### src/rtl/ext_irq_pkg.sv
package ext_irq_pkg;

  typedef enum logic {
    TRIG_EDGE       = 1'b0,
    TRIG_EDGE_LEVEL = 1'b1
  } trig_mode_e;

  // Level seen on a port pin: driven value when output, pad when input.
  function automatic logic pin_level(input logic is_out, input logic pad, input logic drv);
    return is_out ? drv : pad;
  endfunction

  // Condition that sets the pending latch this cycle.
  function automatic logic latch_set(input trig_mode_e mode, input logic now_v, input logic prev_v);
    logic rise;
    rise = now_v & ~prev_v;
    return rise | ((mode == TRIG_EDGE_LEVEL) & now_v);
  endfunction

endpackage

### src/rtl/irq_sync.sv
module irq_sync #(
  parameter int WIDTH  = 5,
  parameter int STAGES = 2
) (
  input  logic             clk,
  input  logic             rst_n,
  input  logic [WIDTH-1:0] d,
  output logic [WIDTH-1:0] q
);
  logic [WIDTH-1:0] chain [STAGES];

  genvar s;
  generate
    for (s = 0; s < STAGES; s++) begin : g_stage
      if (s == 0) begin : g_first
        always_ff @(posedge clk or negedge rst_n) begin
          if (!rst_n) chain[0] <= '0;
          else        chain[0] <= d;
        end
      end else begin : g_next
        always_ff @(posedge clk or negedge rst_n) begin
          if (!rst_n) chain[s] <= '0;
          else        chain[s] <= chain[s-1];
        end
      end
    end
  endgenerate

  assign q = chain[STAGES-1];

  generate
    if (STAGES >= 2) begin : g_chk
      AST_SYNC_DELAY: assert property (@(posedge clk) disable iff (!rst_n)
        q == $past(chain[STAGES-2]));
    end
  endgenerate

endmodule

### src/rtl/irq_source_merge.sv
module irq_source_merge
  import ext_irq_pkg::*;
#(
  parameter int N_PORT = 4
) (
  input  logic              clk,
  input  logic              rst_n,
  input  logic [N_PORT-1:0] port_pad,
  input  logic [N_PORT-1:0] port_drv,
  input  logic [N_PORT-1:0] port_dir,
  input  logic [N_PORT-1:0] pin_en,
  input  logic              irq_s,
  input  logic [N_PORT-1:0] port_s,
  output logic [N_PORT-1:0] port_lvl,
  output logic              merged
);
  logic [N_PORT-1:0] gated;

  genvar i;
  generate
    for (i = 0; i < N_PORT; i++) begin : g_pin
      assign port_lvl[i] = pin_level(port_dir[i], port_pad[i], port_drv[i]);
      assign gated[i]    = port_s[i] & pin_en[i];
    end
  endgenerate

  assign merged = irq_s | (|gated);

  AST_DISABLED_PINS_SILENT: assert property (@(posedge clk) disable iff (!rst_n)
    (pin_en == '0) |-> (merged == irq_s));

endmodule

### src/rtl/irq_detect.sv
module irq_detect
  import ext_irq_pkg::*;
(
  input  logic       clk,
  input  logic       rst_n,
  input  trig_mode_e mode,
  input  logic       merged,
  input  logic       ack,
  output logic       pending,
  output logic       rise
);
  logic merged_q;
  logic set_now;

  assign rise    = merged & ~merged_q;
  assign set_now = latch_set(mode, merged, merged_q);

  always_ff @(posedge clk or negedge rst_n) begin
    if (!rst_n) begin
      merged_q <= 1'b0;
      pending  <= 1'b0;
    end else begin
      merged_q <= merged;
      if (ack)          pending <= 1'b0;
      else if (set_now) pending <= 1'b1;
    end
  end

  AST_ACK_CLEARS: assert property (@(posedge clk) disable iff (!rst_n)
    ack |=> !pending);
  AST_EDGE_LATCHES: assert property (@(posedge clk) disable iff (!rst_n)
    (rise && !ack) |=> pending);
  AST_LEVEL_RELATCH: assert property (@(posedge clk) disable iff (!rst_n)
    (mode == TRIG_EDGE_LEVEL && merged && !ack) |=> pending);
  AST_EDGE_ONLY_CAUSE: assert property (@(posedge clk) disable iff (!rst_n)
    ($rose(pending) && $past(mode) == TRIG_EDGE) |-> $past(rise));

endmodule

### src/rtl/ext_irq_latch.sv
module ext_irq_latch
  import ext_irq_pkg::*;
#(
  parameter int N_PORT      = 4,
  parameter int SYNC_STAGES = 2
) (
  input  logic              clk,
  input  logic              rst_n,
  input  logic              irq_pad,
  input  logic [N_PORT-1:0] port_pad,
  input  logic [N_PORT-1:0] port_drv,
  input  logic [N_PORT-1:0] port_dir,
  input  logic              cfg_wr,
  input  logic [N_PORT-1:0] cfg_pin_en,
  input  logic              cfg_trig_level,
  input  logic              cpu_mask,
  input  logic              irq_ack,
  output logic              irq_pending,
  output logic              irq_req,
  output logic              pin_status
);
  localparam int SW = N_PORT + 1;

  logic [N_PORT-1:0] pin_en_q;
  trig_mode_e        mode_q;
  logic [N_PORT-1:0] port_lvl;
  logic [SW-1:0]     sync_q;
  logic              merged;
  logic              edge_seen;

  always_ff @(posedge clk or negedge rst_n) begin
    if (!rst_n) begin
      pin_en_q <= '0;
      mode_q   <= TRIG_EDGE;
    end else if (cfg_wr) begin
      pin_en_q <= cfg_pin_en;
      mode_q   <= trig_mode_e'(cfg_trig_level);
    end
  end

  irq_sync #(.WIDTH(SW), .STAGES(SYNC_STAGES)) u_sync (
    .clk   (clk),
    .rst_n (rst_n),
    .d     ({port_lvl, irq_pad}),
    .q     (sync_q)
  );

  irq_source_merge #(.N_PORT(N_PORT)) u_merge (
    .clk      (clk),
    .rst_n    (rst_n),
    .port_pad (port_pad),
    .port_drv (port_drv),
    .port_dir (port_dir),
    .pin_en   (pin_en_q),
    .irq_s    (sync_q[0]),
    .port_s   (sync_q[SW-1:1]),
    .port_lvl (port_lvl),
    .merged   (merged)
  );

  irq_detect u_detect (
    .clk     (clk),
    .rst_n   (rst_n),
    .mode    (mode_q),
    .merged  (merged),
    .ack     (irq_ack),
    .pending (irq_pending),
    .rise    (edge_seen)
  );

  assign irq_req    = irq_pending & ~cpu_mask;
  assign pin_status = sync_q[0];

  AST_MASK_BLOCKS: assert property (@(posedge clk) disable iff (!rst_n)
    cpu_mask |-> !irq_req);
  AST_REQ_NEEDS_LATCH: assert property (@(posedge clk) disable iff (!rst_n)
    irq_req |-> irq_pending);
  AST_CFG_LOAD: assert property (@(posedge clk) disable iff (!rst_n)
    cfg_wr |=> (pin_en_q == $past(cfg_pin_en)));

endmodule

### config.mk
export PLATFORM = sky130hd
export DESIGN_NAME = ext_irq_latch
export DESIGN_NICKNAME = d
export VERILOG_FILES = /design/src/rtl/ext_irq_pkg.sv /design/src/rtl/irq_sync.sv /design/src/rtl/irq_source_merge.sv /design/src/rtl/irq_detect.sv /design/src/rtl/ext_irq_latch.sv
export SDC_FILE = /design/constraint.sdc
export NUM_CORES = 1
export LEC_CHECK = 0
export ABC_AREA = 1
export BUFFER_PORTS_ARGS = -buffer_cell sky130_fd_sc_hd__buf_2
export CAP_MARGIN = 15
export CORE_MARGIN = 8
export CORE_UTILIZATION = 35
export DETAILED_ROUTE_END_ITERATION = 10
export GPL_TIMING_DRIVEN = 0
export PLACE_DENSITY = 0.71
export RECOVER_POWER = 50
export SYNTH_ARGS = -nofsm -noshare
export SYNTH_HDL_FRONTEND = slang
export SYNTH_SLANG_ARGS = --single-unit
### constraint.sdc
create_clock -name clk -period 0.9 [get_ports clk]
set_clock_uncertainty 0.2 [all_clocks]
set_input_delay 0.045 -clock clk [delete_from_list [all_inputs] [get_ports clk]]
set_output_delay 0.045 -clock clk [all_outputs]
set_load 0.05 [all_outputs]
==> run summary <==
outcome - finished with violations
violated checks - hold timing, setup timing
Largest stage delay, worst path - 0.42 ns
mapped cell area - 596 µm²
CTS tree - built
first-pass GRT wire length - 2.01 mm
max-slew violation count - 0
Initial Utilization - 0.357
Net Sw Frac - 0.259
complex-gate fraction of the synthesized area - 0.0231
fmax - 832 MHz
HP Class - input port to flip-flop
worst-path fanout max - 2
Die ar. - 0.00328 mm²
routability cong. - 0.657
Worst EP required - 0.65 ns
CP bufs+invs - 2
Clock power frac - 0.272
WP depth - 3
Post-Synthesis Cells - 44
Flop pwr share - 0.559
antenna violation net count after detailed routing - 0
synth warn - 0
Leak - 0.447 nW
H-tree depth - 1
number of global-route vias before repair - 483
max cap viols - 0
CP Capture Point - irq_req
num rows - 15
main combinational cell family by area after synthesis - multiplexers
Root Buffer - clkbuf_4
dpl hpwl - 872 µm
Adder-Cell Fraction of Synth Area - 0
CP Cell Sequence - inv_2 > nor2_4 > buf_6
largest net degree at the start of global routing - 18
Fin. Hold Viols - 9
pwr dens - 1750 mW/mm²
r2r worst-path depth - 6
Final setup viols - 9
Internal - 0.00113 W
initial antenna violation count - 0
first drt pass iteration count - 2
maximum VDD drop - 1.43 mV
vias - 431
post-synthesis sequential area ratio - 0.714
Final period util - 1.33
drt wl/cell - 12.1 µm
worst setup path category - flip-flop to output pin
Synth Area in XOR/XNOR - 0
Final #Nets - 103
worst r2r dst - u_detect.pending$_DFFE_PN0P_
DR iter-0 viols - 1
unrepaired setup endpoints after global routing - yes
Synth Area in Simple Gates - 0.0798
CTS buffer count - 3
clock tree buffer depth - 2
R2R Setup Slk - -0.19 ns
crit path max-delay cell type - dfrtp_2
Hold WS - -0.223 ns
die height - 57.3 µm
remaining global-route overflow - 0
Die Width - 57.3 µm
Layout Area Growth over Synthesis - 46.4%
Arr. time, crit path - 0.96 ns
final WL - 1.17 mm
Core Area - 0.00167 mm²
Worst-Margin Slew - 0.412 ns
number of port buffers - 25
worst slack at placement - -0.192 ns
CP startpoint kind - flip-flop
Crit. Startpoint - u_detect.pending$_DFFE_PN0P_
Switching Power - 0.000395 W
combinational share of power - 0.170
flop and latch count out of synthesis - 17
worst skew pair latency - 0.29 ns
final core utilization - 0.522
DR vias/cell - 4.49
Period minus WS final - 1.20 ns
Crit path max-delay family - flip-flops
Worst-path clk slew - 0.10 ns
DRC Markers - 0
All-Layer GR Usage - 0.0789
# diodes - 0
Worst R2R Start - u_sync.q[0]$_DFF_PN0_
post-synthesis mux area share - 0.151
layout cell share with drive strength beyond 1 - 0.620
Netlist cell types - 10
CP Capture Type - output pin
Max-slew headroom - 0.726
CTS Hold Bufs - 4
Final WS setup - -0.301 ns
syn nets - 67
I/O pin count - 26
clock sinks - 17
Mean Syn Cell Area - 13.5 µm²
registers in the layout, summed over array words and instances, names as in the netlist:
name               cells
u_sync.chain           5
u_sync.q               5
pin_en_q               4
mode_q                 1
u_detect.merged_q      1
u_detect.pending       1
cell usage after synthesis, drive strengths merged:
| cell type | n | area share |
|---|---|---|
| nor2 | 2 | 0.013 |
| inv | 5 | 0.031 |
| dfrtp | 17 | 0.71 |
| nand2 | 10 | 0.067 |
| mux2 | 8 | 0.15 |
| a21oi | 1 | 0.015 |
| o21ai | 1 | 0.0084 |
worst min path at each step:
stage                   from                   endpoint  slack, ns  cells past startpoint
2_1_floorplan          rst_n         mode_q$_DFFE_PN0P_      -0.45                      0
3_3_place_gp           rst_n  u_sync.chain[8]$_DFF_PN0_      -0.23                      1
3_5_place_dp           rst_n  u_sync.chain[8]$_DFF_PN0_      -0.22                      1
4_1_cts          port_drv[2]  u_sync.chain[8]$_DFF_PN0_      -0.24                      2
5_1_grt          port_drv[2]  u_sync.chain[8]$_DFF_PN0_      -0.25                      2
6_report       cfg_pin_en[1]    pin_en_q[1]$_DFFE_PN0P_      -0.22                      2
final cells by class:
| class | count | area (µm²) |
|---|---|---|
| clock buffer | 3 | 22.5 |
| clock inverter | 1 | 7.51 |
| fill | 149 | 798 |
| inverter | 5 | 18.8 |
| multi-input combinational | 22 | 181 |
| sequential | 17 | 428 |
| tap | 17 | 21.3 |
| timing repair buffer | 31 | 193 |
power by group through the flow:
stage / clock network, W / logic [W] / registers, W
final: 0.000414 / 0.000259 / 0.000852
after global routing: 0.000478 / 0.000283 / 0.000860
after CTS: 0.000437 / 0.000248 / 0.000853
after detailed placement: 0 / 0.000218 / 0.000866
after global placement: 0 / 0.000211 / 0.000863
after floorplan: 0 / 0.000102 / 0.000888
cells by family (layout without fill, tap and decap cells):
group,Yosys count,count (layout)
buffers and inverters,5,40
multiplexers,8,8
AO/OA/AOI/OAI,2,2
flip-flops,17,17
AND/OR/NAND/NOR,12,12
metal layers:
layer | track usage | wire [µm]
met5 | 0 | 0
met4 | 0.0214 | 0
met3 | 0.0628 | 122
met2 | 0.119 | 533
met1 | 0.0827 | 509
worst register-to-register path, stage by stage (launching register included):
cell,delay (ns)
dfrtp_2,0.43
inv_2,0.05
nand2_2,0.04
nor2_2,0.10
nand2_2,0.07
nand2_2,0.06
a21oi_2,0.04
layout by cell type (no fill, tap or decap):
master         synthesis  layout
nor2_4                 0       1
buf_4                  0       2
nor2_2                 0       1
o21ai_0                1       1
dfrtp_2                0       2
mux2_2                 4       4
dlygate4sd3_1          0       4
inv_1                  4       3
mux2_4                 0       4
buf_6                  0       2
clkbuf_2               0       1
inv_2                  1       2
nand2_2                1       3
dfrtp_1               17      15
buf_2                  0      22
clkinvlp_4             0       1
clkbuf_4               0       3
nand2_1                9       7
a21oi_2                1       1
metrics by stage:
stage	area, µm²	power [W]	cells	hold slack, ns	setup TNS [ns]
2_1_floorplan	621	0.000989	44	-0.451	-0.843
3_3_place_gp	767	0.00107	86	-0.228	-0.496
3_5_place_dp	767	0.00108	86	-0.219	-0.584
4_1_cts	857	0.00154	95	-0.236	-1.44
5_1_grt	872	0.00162	96	-0.253	-1.71
6_report	872	0.00152	96	-0.223	-1.37
timing repair:
item | 4_1_cts | 5_1_grt
endpoints found under the setup margin | 9 | 9
buffers inserted | 1 | 1
hold endpoints to repair | 28 | 9
resized for setup | 5 | 3
pin swaps | 0 | 1
Power figures use the tool's default switching activity.
